[config.mk]
export PLATFORM = sky130hd
export DESIGN_NAME = pf_issuer
export DESIGN_NICKNAME = d
export VERILOG_FILES = /design/src/rtl/pfi_pkg.sv /design/src/rtl/pfi_qualify.sv /design/src/rtl/pfi_fifo.sv /design/src/rtl/pfi_miss_table.sv /design/src/rtl/pf_issuer.sv
export SDC_FILE = /design/constraint.sdc
export NUM_CORES = 1
export LEC_CHECK = 0
export BUFFER_PORTS_ARGS = -buffer_cell sky130_fd_sc_hd__buf_2
export CAP_MARGIN = 10
export CORE_MARGIN = 2
export CORE_UTILIZATION = 45
export CTS_CLUSTER_SIZE = 20
export DETAILED_ROUTE_END_ITERATION = 8
export SLEW_MARGIN = 20
export SYNTH_ARGS = -nofsm -noshare
export SYNTH_HDL_FRONTEND = slang
export SYNTH_SLANG_ARGS = --single-unit
[constraint.sdc]
create_clock -name clk -period 5.87 [get_ports clk]
set_clock_uncertainty 0.05 [all_clocks]
set_input_delay 0.2935 -clock clk [delete_from_list [all_inputs] [get_ports clk]]
set_output_delay 0.2935 -clock clk [all_outputs]
set_load 0.02 [all_outputs]
[src/rtl/pfi_pkg.sv]
package pfi_pkg;

    parameter int LINE_W = 26;

    typedef enum logic [1:0] {
        ACC_LOAD   = 2'd0,
        ACC_STORE  = 2'd1,
        ACC_ATOMIC = 2'd2,
        ACC_NONE   = 2'd3
    } acc_kind_e;

    typedef struct packed {
        logic [LINE_W-1:0] line;
        logic              excl;
    } pf_req_t;

    typedef struct packed {
        logic              valid;
        logic [LINE_W-1:0] line;
        logic              excl;
        logic              merged;
    } miss_ent_t;

    function automatic logic needs_excl(acc_kind_e k);
        return (k == ACC_STORE) || (k == ACC_ATOMIC);
    endfunction

    function automatic logic kind_allowed(acc_kind_e k, logic upd);
        if (k == ACC_NONE) return 1'b0;
        if (needs_excl(k) && upd) return 1'b0;
        return 1'b1;
    endfunction

endpackage

[src/rtl/pfi_qualify.sv]
module pfi_qualify
    import pfi_pkg::*;
(
    input  logic              cand_valid,
    input  logic [1:0]        cand_kind,
    input  logic              cand_held,
    input  logic [LINE_W-1:0] cand_line,
    input  logic              update_mode,
    output logic              push,
    output pf_req_t           push_req
);
    acc_kind_e kind;

    always_comb begin
        kind          = acc_kind_e'(cand_kind);
        push          = cand_valid && cand_held && kind_allowed(kind, update_mode);
        push_req.line = cand_line;
        push_req.excl = needs_excl(kind);
    end
endmodule

[src/rtl/pfi_fifo.sv]
module pfi_fifo
    import pfi_pkg::*;
#(
    parameter int DEPTH = 4
) (
    input  logic    clk,
    input  logic    rst,
    input  logic    push,
    input  pf_req_t din,
    input  logic    pop,
    output pf_req_t dout,
    output logic    empty,
    output logic    full
);
    localparam int PW = (DEPTH > 1) ? $clog2(DEPTH) : 1;
    localparam int CW = $clog2(DEPTH + 1);

    pf_req_t        slots [DEPTH];
    logic [PW-1:0]  rd_ptr, wr_ptr;
    logic [CW-1:0]  count;
    logic           wr_en, rd_en;

    assign empty = (count == '0);
    assign full  = (count == CW'(DEPTH));
    assign wr_en = push && !full;
    assign rd_en = pop && !empty;
    assign dout  = slots[rd_ptr];

    always_ff @(posedge clk) begin
        if (wr_en) slots[wr_ptr] <= din;
    end

    always_ff @(posedge clk) begin
        if (rst) begin
            rd_ptr <= '0;
            wr_ptr <= '0;
            count  <= '0;
        end else begin
            if (wr_en) wr_ptr <= (wr_ptr == PW'(DEPTH - 1)) ? '0 : wr_ptr + 1'b1;
            if (rd_en) rd_ptr <= (rd_ptr == PW'(DEPTH - 1)) ? '0 : rd_ptr + 1'b1;
            count <= count + CW'(wr_en) - CW'(rd_en);
        end
    end
endmodule

[src/rtl/pfi_miss_table.sv]
module pfi_miss_table
    import pfi_pkg::*;
#(
    parameter int ENTRIES = 4
) (
    input  logic              clk,
    input  logic              rst,
    input  logic              alloc,
    input  pf_req_t           alloc_req,
    input  logic [LINE_W-1:0] look_line,
    output logic              look_pending,
    output logic              has_free,
    input  logic              dem_valid,
    input  logic [LINE_W-1:0] dem_line,
    output logic              dem_merge,
    input  logic              rsp_valid,
    input  logic [LINE_W-1:0] rsp_line,
    output logic              fill_valid,
    output logic [LINE_W-1:0] fill_line,
    output logic              fill_excl,
    output logic              done_valid
);
    localparam int IW = (ENTRIES > 1) ? $clog2(ENTRIES) : 1;

    miss_ent_t            ent [ENTRIES];
    logic [ENTRIES-1:0]   look_hit, dem_hit, rsp_hit;
    logic [IW-1:0]        free_idx;
    logic                 rsp_excl, rsp_done;

    generate
        for (genvar g = 0; g < ENTRIES; g++) begin : g_match
            assign look_hit[g] = ent[g].valid && (ent[g].line == look_line);
            assign dem_hit[g]  = dem_valid && ent[g].valid && (ent[g].line == dem_line);
            assign rsp_hit[g]  = rsp_valid && ent[g].valid && (ent[g].line == rsp_line);
        end
    endgenerate

    always_comb begin
        free_idx = '0;
        has_free = 1'b0;
        rsp_excl = 1'b0;
        rsp_done = 1'b0;
        for (int i = ENTRIES - 1; i >= 0; i--) begin
            if (!ent[i].valid) begin
                free_idx = IW'(i);
                has_free = 1'b1;
            end
        end
        for (int i = 0; i < ENTRIES; i++) begin
            if (rsp_hit[i]) begin
                rsp_excl = rsp_excl | ent[i].excl;
                rsp_done = rsp_done | ent[i].merged | dem_hit[i];
            end
        end
    end

    assign look_pending = |look_hit;
    assign dem_merge    = |dem_hit;

    generate
        for (genvar g = 0; g < ENTRIES; g++) begin : g_slot
            always_ff @(posedge clk) begin
                if (rst) begin
                    ent[g] <= '0;
                end else if (alloc && has_free && (free_idx == IW'(g))) begin
                    ent[g].valid  <= 1'b1;
                    ent[g].line   <= alloc_req.line;
                    ent[g].excl   <= alloc_req.excl;
                    ent[g].merged <= 1'b0;
                end else if (rsp_hit[g]) begin
                    ent[g].valid  <= 1'b0;
                    ent[g].merged <= 1'b0;
                end else if (dem_hit[g]) begin
                    ent[g].merged <= 1'b1;
                end
            end
        end
    endgenerate

    always_ff @(posedge clk) begin
        if (rst) begin
            fill_valid <= 1'b0;
            fill_line  <= '0;
            fill_excl  <= 1'b0;
            done_valid <= 1'b0;
        end else begin
            fill_valid <= |rsp_hit;
            fill_line  <= rsp_line;
            fill_excl  <= rsp_excl;
            done_valid <= rsp_done;
        end
    end
endmodule

[src/rtl/pf_issuer.sv]
module pf_issuer
    import pfi_pkg::*;
#(
    parameter int FIFO_DEPTH  = 4,
    parameter int MISS_SLOTS  = 4
) (
    input  logic                      clk,
    input  logic                      rst,
    input  logic                      cand_valid,
    input  logic [1:0]                cand_kind,
    input  logic                      cand_held,
    input  logic [pfi_pkg::LINE_W-1:0] cand_line,
    input  logic                      update_mode,
    output logic                      probe_valid,
    output logic [pfi_pkg::LINE_W-1:0] probe_line,
    output logic                      probe_excl,
    input  logic                      probe_ready,
    input  logic                      probe_hit,
    output logic                      mem_req_valid,
    output logic [pfi_pkg::LINE_W-1:0] mem_req_line,
    output logic                      mem_req_excl,
    input  logic                      mem_req_ready,
    input  logic                      mem_rsp_valid,
    input  logic [pfi_pkg::LINE_W-1:0] mem_rsp_line,
    output logic                      fill_valid,
    output logic [pfi_pkg::LINE_W-1:0] fill_line,
    output logic                      fill_excl,
    input  logic                      dem_valid,
    input  logic [pfi_pkg::LINE_W-1:0] dem_line,
    output logic                      dem_merge,
    output logic                      dem_done,
    output logic [pfi_pkg::LINE_W-1:0] dem_done_line
);
    logic    push, fifo_empty, fifo_full, probe_fire, in_flight, tbl_free;
    pf_req_t push_req, head;

    pfi_qualify u_qual (
        .cand_valid (cand_valid),
        .cand_kind  (cand_kind),
        .cand_held  (cand_held),
        .cand_line  (cand_line),
        .update_mode(update_mode),
        .push       (push),
        .push_req   (push_req)
    );

    pfi_fifo #(.DEPTH(FIFO_DEPTH)) u_fifo (
        .clk  (clk),
        .rst  (rst),
        .push (push),
        .din  (push_req),
        .pop  (probe_fire),
        .dout (head),
        .empty(fifo_empty),
        .full (fifo_full)
    );

    assign probe_valid   = !fifo_empty && mem_req_ready && tbl_free;
    assign probe_line    = head.line;
    assign probe_excl    = head.excl;
    assign probe_fire    = probe_valid && probe_ready;
    assign mem_req_valid = probe_fire && !probe_hit && !in_flight;
    assign mem_req_line  = head.line;
    assign mem_req_excl  = head.excl;

    pfi_miss_table #(.ENTRIES(MISS_SLOTS)) u_tbl (
        .clk         (clk),
        .rst         (rst),
        .alloc       (mem_req_valid),
        .alloc_req   (head),
        .look_line   (head.line),
        .look_pending(in_flight),
        .has_free    (tbl_free),
        .dem_valid   (dem_valid),
        .dem_line    (dem_line),
        .dem_merge   (dem_merge),
        .rsp_valid   (mem_rsp_valid),
        .rsp_line    (mem_rsp_line),
        .fill_valid  (fill_valid),
        .fill_line   (fill_line),
        .fill_excl   (fill_excl),
        .done_valid  (dem_done)
    );

    assign dem_done_line = fill_line;
endmodule

==> impl_metrics.py, run 1 <==
metrics = {
    "status": {
        "status": "completed",
    },
    "logic_synthesis": {
        "ys.flop_type": "edfxtp_1",
        "syn-cell-area_sq_mm": 0.0148,
        "synthesis.instances": 1281,
        "yosysSeqAreaShare_pct": 50.7,
        "async_flop_share_pct": 0,
        "synth_top_area_share_pct": 45.6,
        "ys_ff_latch": 262,
        "syn_avg_cell_area_sq_um": 11.5,
        "syn-num-nets": 1380,
        "ys_warn_count": 0,
        "synth.distinct_cells": 66,
        "synth_area_leaders": "edfxtp_1, xor2_1, xnor2_1",
        "synth-edff-count": 224,
        "yosys.area.top_type": "edfxtp_1",
    },
    "job": {
        "maxCapViolations": 0,
    },
    "setup_path": {
        "worstSetupPathType": "flop to output pin",
        "path_max_fanout": 15,
        "rrSetupSlack_ps": 1270,
        "r2r_end": "u_tbl.ent[1][14]",
        "crit_chain": "buf_4 -> mux2i_1 -> nand2_1 -> nand2_1 -> inv_2 -> xor2_1 -> nor4_1 -> nand4_2 -> nand3_1 -> nor2_1 -> buf_2",
        "arrival_ps": 4260,
        "cp-start-kind": "flop",
        "slowest_delay_ps": 740,
        "worstRegToRegCells": 11,
        "end_kind": "output pin",
        "critPathRequiredTime_ps": 5530,
        "cpMostUsedCell": "nand2_1",
        "slowest_stage": "nor4_1",
    },
    "worst_hold_path": {
        "hold_class": "input port to flop",
        "holdPathStages": 2,
        "min-delay-start": "mem_rsp_line[25]",
        "whs_endpoint": "u_tbl.fill_line[25]",
    },
    "global_routing": {
        "grt_pass1_wl_um": 77900,
        "grt_usage_pct": 32.8,
        "antenna_found_initial": 0,
        "grt_pass1_vias": 10600,
        "grt_max_degree": 49,
        "overflow": 0,
    },
    "detailed_routing": {
        "wirelength_um": 55700,
        "wl_per_cell_um": 29.6,
        "vias_per_cell": 5.83,
        "ant_nets": 0,
        "drt_iter0_drc": 1258,
        "vias": 11000,
        "first_pass_iters": 5,
        "drc": 0,
    },
    "timing": {
        "rsz0062_at_grt": "no",
        "worstMarginPinSlew_ps": 949,
        "hold_ws_ps": 10.9,
        "period_minus_slack_ps": 4610,
        "tns_ps": 0,
        "hold_violations": 0,
        "setup_violations": 0,
        "fmax_ghz": 0.217,
        "fin_crit_sh_pct": 78.5,
        "maxSlewViolCount": 0,
        "layout_setup_ws_ps": 1260,
        "relSlewSlack_pct": 36.7,
    },
    "placed_design": {
        "gp_congestion": 1.04,
        "postPlaceCellArea_sq_mm": 0.0156,
        "dpl.cell_count": 1800,
        "place_ws_ps": 1340,
        "dp_hpwl_um": 42400,
        "port_buffers": 201,
    },
    "cells_and_area": {
        "fin_area_sq_mm": 0.0169,
        "n_antenna_cell": 0,
        "syn2layout_area_growth_pct": 14.2,
        "final_util_pct": 52.0,
        "final_cells": 1882,
        "nets": 1517,
        "drive_gt1_share_pct": 24.2,
    },
    "cts": {
        "post-cts-setup-buffers": 0,
        "cts_max_level": 1,
        "cts_sinks": 262,
        "cts-root-buf": "clkbuf_16",
        "cts.clk_slew.worst_paths_ps": 60,
        "postCtsHoldBufs": 29,
        "cts_made_buffers": 29,
        "clkLatencyLatePin_ps": 590,
        "cts_tree": "built",
        "cts.path.max_buffers": 3,
        "post_cts_resized": 0,
    },
    "floorplan": {
        "core_area_sq_mm": 0.0325,
        "die_h_um": 185,
        "die_area_sq_mm": 0.0343,
        "rows": 66,
        "initial_core_util_pct": 45.5,
        "die_width_um": 185,
        "ios": 202,
    },
    "pwr": {
        "design_power_total_mw": 5.15,
        "p_leak_nw": 6.31,
        "ir_drop_mv": 0.309,
        "powerDensity_mw_per_mm2": 305,
    },
}
## worst max-delay path by stage
stage | slack, ps | to | startpoint | cells past startpoint
detailed placement | 1340 | u_tbl.ent[1][14] | flop | 11
global placement | 1380 | u_tbl.ent[1][14] | flop | 11
global route | 1160 | u_tbl.ent[1][14] | flop | 11
finish | 1260 | mem_req_valid | flop | 11
CTS | 1290 | mem_req_valid | flop | 11
floorplan | 1070 | u_tbl.ent[2][10] | flop | 12
## layer usage
layer | part of all wire (%) | GRT usage (%) | wire (um)
met4 | 8.3 | 22.1 | 4600
met3 | 8.9 | 5.74 | 4970
met5 | 0 | 0 | 0
met2 | 45 | 51.9 | 24900
met1 | 38 | 41.3 | 21200
## cells in the final DEF (no fill, tap or decap), types with 18 or more instances in the layout
cell / instances
inv_1: 27
clkbuf_16: 29
nor2b_1: 29
nor3_1: 68
xor2_1: 176
nor4_1: 71
buf_4: 19
inv_2: 18
dlygate4sd3_1: 29
nand4_1: 40
nand2_1: 72
dfxtp_1: 36
edfxtp_1: 224
nor2_1: 39
xnor2_1: 124
buf_2: 201
mux2i_1: 27
## synth_stat cells, drive strengths merged (6+ instances only)
master   number
nor3         68
o2bb2ai       6
nor2b        29
mux4          6
edfxtp      224
and2          7
a21oi         9
buf          96
nor2         48
dfxtp        38
mux2         14
ha            8
o31ai         6
mux2i        39
nand2        74
nand4        43
nor4         73
xor2        176
clkbuf       47
inv          45
xnor2       125
o21ai        20
nand3        18
## cell type report
type,instances,area [sq um]
Timing Repair Buffer,249,1440
Clock inverter,18,209
Clock buffer,35,748
Sequential cell,262,7490
Tap cell,442,553
Inverter,46,173
Multi-Input combinational cell,830,6250
Fill cell,2924,15600
## logic make-up (layout without fill, tap and decap cells)
kind of cell | after synthesis | after routing | synth area share, %
AND/OR/NAND/NOR | 381 | 381 | 14.0
XOR/XNOR | 301 | 301 | 17.9
flip-flops | 262 | 262 | 50.7
buffers and inverters | 189 | 348 | 7.18
AO/OA/AOI/OAI | 80 | 80 | 4.03
multiplexers | 59 | 59 | 5.31
adder cells (fa/ha/maj) | 9 | 9 | 0.814
## critical path, delay by kind of cell (launching register included)
family | cells | cell delay, ps
xor gates and xnor gates | 1 | 160
buffers and inverters | 3 | 610
muxes | 1 | 550
and+or+nand+nor | 6 | 1740
DFF | 1 | 620
## where the power goes
| part | internal (mW) | total (mW) | leakage (nW) | switching [mW] |
|---|---|---|---|---|
| clock network | 1.09 | 1.85 | 0.467 | 0.766 |
| logic | 0.363 | 1.06 | 3.36 | 0.702 |
| registers | 2.10 | 2.23 | 2.49 | 0.130 |
## state kept, by name, indices dropped and copies added, names as in the netlist, named ones only
name	flops
u_tbl.fill_excl	1
u_fifo.rd_ptr	2
u_tbl.done_valid	1
u_tbl.fill_valid	1
u_fifo.slots	108
u_fifo.wr_ptr	2
u_tbl.ent	116
u_fifo.count	3
u_tbl.fill_line	26
(Power assumes the default switching activity.)
==> inputs of run 2 (changes only) <==
--- a/config.mk
+++ b/config.mk
@@ -11,6 +11,7 @@
 export CORE_UTILIZATION = 45
 export CTS_CLUSTER_SIZE = 20
 export DETAILED_ROUTE_END_ITERATION = 8
+export PLACE_DENSITY = 0.67
 export SLEW_MARGIN = 20
 export SYNTH_ARGS = -nofsm -noshare
 export SYNTH_HDL_FRONTEND = slang
==> constraint.sdc (replaced) <==
create_clock -name clk -period 3.93 [get_ports clk]
set_clock_uncertainty 0.05 [all_clocks]
set_input_delay 0.1965 -clock clk [delete_from_list [all_inputs] [get_ports clk]]
set_output_delay 0.1965 -clock clk [all_outputs]
set_load 0.02 [all_outputs]
==> run 2 against run 1 <==
Wire length shrank 3.4%; final area grew 3.9%; critical path type unchanged; non-clock buffer count grew 57; power grew 50%; hold slack gained 1.5 ps; via count grew 3.2%; sequential power grew 48%; global-route usage shrank 1.4 points.
==> impl_metrics.py, run 2 (same netlist as run 1, synthesis figures left out) <==
metrics = {
    "detailed_routing": {
        "wl_per_cell_um": 27.7,
        "first_pass_iters": 6,
        "vias_per_cell": 5.84,
        "drc": 0,
        "drt_iter0_drc": 1353,
        "ant_nets": 0,
        "vias": 11300,
        "wirelength_um": 53800,
    },
    "global_routing": {
        "overflow": 0,
        "top_usage_layer": "met2",
        "grt_usage_pct": 31.4,
        "gr-usage-met1_pct": 39.5,
        "grtUsageMet2_pct": 48.5,
        "antenna_found_initial": 0,
        "grt_max_degree": 49,
        "grt_pass1_vias": 11200,
        "grt_use_met3_pct": 7.33,
        "grt_pass1_wl_um": 75500,
    },
    "setup_path": {
        "path_max_fanout": 22,
        "cp-start-kind": "flop",
        "critPathRequiredTime_ps": 3680,
        "slowest_delay_ps": 410,
        "worstSetupPathType": "flop to output pin",
        "slowest_stage": "a2111oi_2",
        "end_kind": "output pin",
        "crit_chain": "buf_12 -> mux2_2 -> mux2i_4 -> inv_2 -> xnor2_1 -> nand2_1 -> a2111oi_2 -> nand4_2 -> nand2_2 -> buf_4 -> nor2_1 -> buf_2",
        "arrival_ps": 3580,
    },
    "timing": {
        "hold_violations": 0,
        "fmax_ghz": 0.261,
        "maxSlewViolCount": 0,
        "hold_ws_ps": 12.4,
        "relSlewSlack_pct": 41.5,
        "period_minus_slack_ps": 3830,
        "fin_crit_sh_pct": 97.5,
        "setup_violations": 0,
        "worstMarginPinSlew_ps": 877,
    },
    "cells_and_area": {
        "syn2layout_area_growth_pct": 18.7,
        "most-common-layout-cells": "edfxtp_1, buf_2, xor2_1, xnor2_1, nand2_1",
        "nets": 1573,
        "regMostFlops": "u_tbl.ent",
        "fin_area_sq_mm": 0.0175,
        "final_cells": 1938,
        "largest_reg_flops": 116,
        "drive_gt1_share_pct": 25.5,
        "final_common_cell": "edfxtp_1",
        "n_antenna_cell": 0,
        "top_regs": "u_tbl.ent: 116 flops, u_fifo.slots: 108 flops, u_tbl.fill_line: 26 flops",
    },
    "job": {
        "maxCapViolations": 0,
    },
    "placed_design": {
        "port_buffers": 201,
        "dpl.cell_count": 1821,
        "postPlaceCellArea_sq_mm": 0.0159,
        "dp_hpwl_um": 40400,
        "gp_congestion": 1.03,
    },
    "cts": {
        "cts_tree": "built",
        "cts-root-buf": "clkbuf_16",
        "cts.path.max_buffers": 3,
        "clkLatencyLatePin_ps": 590,
        "cts.clk_slew.worst_paths_ps": 60,
        "cts_made_buffers": 28,
        "cts_max_level": 1,
        "cts_sinks": 262,
    },
    "floorplan": {
        "die_width_um": 185,
        "die_area_sq_mm": 0.0343,
        "rows": 66,
        "ios": 202,
        "core_area_sq_mm": 0.0325,
        "initial_core_util_pct": 45.5,
        "die_h_um": 185,
    },
    "pwr": {
        "p_leak_nw": 6.60,
        "design_power_total_mw": 7.71,
        "powerDensity_mw_per_mm2": 440,
        "ir_drop_mv": 0.451,
    },
    "status": {
        "status": "completed",
    },
    "worst_hold_path": {
        "hold_class": "input port to flop",
    },
}
run 2: cell types whose count changed in the layout (fill, tap and decap cells not counted), sizes merged:
cell / delta
buf: +31
clkbuf: +1
clkinv: -2
clkinvlp: +2
dlygate4sd3: +26
inv: -2
run 2: worst paths after layout:
kind	start	to	slack (ps)	cells after the start
min reg2reg	u_fifo.rd_ptr[1]	flop	450	2
max	flop	mem_req_valid	100	12
min	probe_ready	flop	10	4
max reg2reg	flop	u_tbl.ent[2][24]	420	12
run 2: what timing repair did:
action	4_1_cts	5_1_grt
buffers inserted	0	10
hold endpoints to repair	143	0
endpoints found under the setup margin	0	1
hold buffers	55	0
gates resized for setup	0	6
run 2: critical path, delay by kind of cell, from the launching register on:
family                 cells  cell delay [ps]
AND/OR/NAND/NOR            4              620
multiplexers               2              600
XOR/XNOR                   1              240
buffers and inverters      4              740
flip-flops                 1              380
AO/OA/AOI/OAI              1              410
run 2: final cells by class:
type,instances,area (sq um)
inverter,46,173
sequential,262,7490
fill,2857,14900
tap,442,553
clock buffer,36,731
timing repair buffer,306,2070
multi-input combinational,830,6290
clock inverter,16,213
run 2: report_power, final:
| group | switching [mW] | internal [mW] |
|---|---|---|
| Combinational | 1.06 | 0.608 |
| Clock | 1.14 | 1.58 |
| Sequential | 0.180 | 3.14 |
run 2: per-stage QoR:
stage / TNS (ps) / utilization, % / setup WS [ps]
final: 0 / 54.0 / 98.6
after global routing: -4.41 / 54.0 / -4.41
after CTS: 0 / 53.6 / 47.1
after detailed placement: 0 / 49.0 / 509
after global placement: 0 / 49.0 / 542
after floorplan: 0 / - / 102
run 2: per-layer routing:
layer  routed length (um)  vias to the layer above
met5                    0                        -
met4                 3980                        0
met3                 5670                      193
met2                23600                      744
met1                20500                     5484
li1                     -                     4899
==> inputs of run 3 (changes only) <==
--- a/config.mk
+++ b/config.mk
@@ -8,10 +8,10 @@
 export BUFFER_PORTS_ARGS = -buffer_cell sky130_fd_sc_hd__buf_2
 export CAP_MARGIN = 10
 export CORE_MARGIN = 2
-export CORE_UTILIZATION = 45
+export CORE_UTILIZATION = 53
 export CTS_CLUSTER_SIZE = 20
 export DETAILED_ROUTE_END_ITERATION = 8
-export PLACE_DENSITY = 0.67
+export PLACE_DENSITY = 0.77
 export SLEW_MARGIN = 20
 export SYNTH_ARGS = -nofsm -noshare
 export SYNTH_HDL_FRONTEND = slang
==> run 3 against run 2 <==
Count of clock-buffer cells in the layout fell by 5; sequential cell count did not move; cell count fell by 3.4%; critical path depth did not move; combinational power barely moved; maximum frequency fell by 0.85%; critical path type unchanged; wire length rose by 4.4%; first-iteration DRC count fell by 2.0%; power rose by 2.5%.
==> impl_metrics.py, run 3 (same netlist as run 1, synthesis figures left out) <==
metrics = {
    "pwr": {
        "swShare_pct": 31.2,
        "design_power_total_mw": 7.90,
        "p_switching_mw": 2.46,
        "seqPwrFrac_pct": 42.1,
        "intPower_mw": 5.44,
        "powerDensity_mw_per_mm2": 453,
        "ir_drop_mv": 0.503,
        "p_leak_nw": 6.63,
        "p_clk_share_pct": 36.5,
        "combPwrFrac_pct": 21.4,
    },
    "cells_and_area": {
        "seqCellArea_sq_mm": 0.00749,
        "most-common-layout-cells": "edfxtp_1, buf_2, xor2_1, xnor2_1, nand2_1",
        "drive_gt1_share_pct": 26.2,
        "regMostFlops": "u_tbl.ent",
        "largest_reg_flops": 116,
        "syn2layout_area_growth_pct": 18.3,
        "top_regs": "u_tbl.ent: 116 flops, u_fifo.slots: 108 flops, u_tbl.fill_line: 26 flops",
        "multiInputGateArea_sq_mm": 0.00630,
        "n_fill_cell": 2149,
        "final_common_cell": "edfxtp_1",
        "nets": 1572,
        "fin_area_sq_mm": 0.0175,
        "final_cells": 1873,
        "n_antenna_cell": 0,
    },
    "floorplan": {
        "ios": 202,
        "die_width_um": 171,
        "rows": 61,
        "initial_core_util_pct": 53.4,
        "core_area_sq_mm": 0.0276,
        "die_area_sq_mm": 0.0292,
        "die_h_um": 171,
    },
    "global_routing": {
        "grt_pass1_vias": 11300,
        "grt_usage_pct": 38.5,
        "grt_max_degree": 49,
        "overflow": 0,
        "grt_pass1_wl_um": 78600,
        "antenna_found_initial": 1,
    },
    "detailed_routing": {
        "ant_nets": 0,
        "wirelength_um": 56100,
        "drt_iter0_drc": 1326,
        "drc": 0,
        "first_pass_iters": 8,
        "vias": 11500,
        "wl_per_cell_um": 30.0,
        "vias_per_cell": 6.14,
    },
    "worst_hold_path": {
        "whs_endpoint": "u_fifo.slots[0][0]",
        "min-delay-start": "cand_kind[0]",
        "hold_class": "input port to flop",
        "holdPathStages": 2,
    },
    "placed_design": {
        "gp_congestion": 1.05,
        "postPlaceCellArea_sq_mm": 0.0158,
        "dp_hpwl_um": 41200,
        "dpl.cell_count": 1758,
        "port_buffers": 201,
    },
    "setup_path": {
        "worstRegToRegCells": 13,
        "worstSetupPathType": "flop to output pin",
        "arrival_ps": 3620,
        "cpMostUsedCell": "nand4_1",
        "crit_chain": "buf_12 -> mux2i_1 -> mux2_2 -> inv_2 -> xnor2_1 -> nand4_1 -> nor4_1 -> nand4_1 -> nand2_4 -> buf_4 -> nor2_1 -> buf_2",
        "cp-start-kind": "flop",
        "path_max_fanout": 21,
        "slowest_delay_ps": 380,
        "rrSetupSlack_ps": 370,
        "crit_family": "simple AND/OR/NAND/NOR gates",
        "end_kind": "output pin",
        "cp.buffers_inverters": 4,
        "r2r_end": "u_tbl.ent[2][9]",
        "slowest_stage": "dfxtp_2",
        "critPathRequiredTime_ps": 3680,
    },
    "cts": {
        "cts.path.max_buffers": 3,
        "cts.clk_slew.worst_paths_ps": 60,
        "clkLatencyLatePin_ps": 590,
        "cts-root-buf": "clkbuf_16",
        "cts_sinks": 262,
        "cts_tree": "built",
        "cts_made_buffers": 29,
        "cts_max_level": 1,
    },
    "timing": {
        "setup_violations": 0,
        "tns_ps": 0,
        "maxSlewViolCount": 0,
        "fmax_ghz": 0.259,
        "worstMarginPinSlew_ps": 959,
        "fin_crit_sh_pct": 98.3,
        "period_minus_slack_ps": 3860,
        "relSlewSlack_pct": 36.1,
        "hold_violations": 0,
        "hold_ws_ps": 23.2,
    },
    "status": {
        "status": "completed",
    },
    "job": {
        "maxCapViolations": 0,
    },
}
[run 3: changes by cell type in the layout (fill, tap and decap cells not counted), moves of 2 or more]
| cell | previous run | this run |
|---|---|---|
| clkbuf_1 | 8 | 2 |
| clkinv_4 | 1 | 3 |
| mux2i_4 | 8 | 5 |
| dlygate4sd3_1 | 55 | 53 |
| buf_12 | 11 | 6 |
| inv_6 | 0 | 3 |
| mux2i_2 | 6 | 9 |
| buf_4 | 39 | 43 |
[run 3: worst reg2reg max path, delay by kind of cell (launching register included)]
kind,cells,cell delay [ps]
XOR/XNOR,1,130
AO/OA/AOI/OAI,2,770
multiplexers,1,350
flip-flops,1,380
AND/OR/NAND/NOR,4,400
buffers and inverters,5,1160
[run 3: area by class of cell]
class	instances	share of cell area [%]
clock buffer	31	4.20
inverter	46	1.01
sequential	262	42.9
tap	378	2.71
timing repair buffer	304	11.5
clock inverter	22	1.58
multi-input combinational	830	36.1
[run 3: worst max path at each step]
stage / depth (start not counted) / end / slack (ps)
after detailed placement: 11 / mem_req_valid / 220
after global routing: 13 / mem_req_valid / -20
final: 12 / mem_req_valid / 70
after global placement: 11 / mem_req_valid / 170
after floorplan: 13 / u_tbl.ent[0][10] / 100
after CTS: 8 / mem_req_valid / 10
[run 3: layer usage]
| metal | wire length, um | share of wire, % | track usage, % | vias up |
|---|---|---|---|---|
| met4 | 4830 | 8.6 | 27.2 | 2 |
| met5 | 9 | 0.016 | 0 | - |
| li1 | - | - | - | 4903 |
| met1 | 19700 | 35 | 45.1 | 5428 |
| met3 | 6930 | 12 | 12.7 | 275 |
| met2 | 24700 | 44 | 59.7 | 897 |
[run 3: what timing repair did]
action                                  CTS  global route
endpoints found under the setup margin    1             1
hold buffers                             53             0
buffers inserted                          7             1
pin swaps                                 1             1
endpoints found under the hold margin   134             0
gates resized for setup                   5             4
gates cloned                              1             0
[run 3: power by group through the flow]
stage | Combinational [mW] | Clock, mW | Sequential (mW)
final | 1.69 | 2.88 | 3.33
after global routing | 1.78 | 3.00 | 3.33
after CTS | 1.66 | 2.89 | 3.31
after detailed placement | 1.58 | 0 | 3.37
after global placement | 1.58 | 0 | 3.37
after floorplan | 1.10 | 0 | 3.29
[run 3: stage by stage]
step	setup WS [ps]	utilization [%]
finish	65.7	63.2
global route	-16.6	63.2
CTS	14.9	63.1
detailed placement	224	57.1
global placement	172	57.1
floorplan	102	-
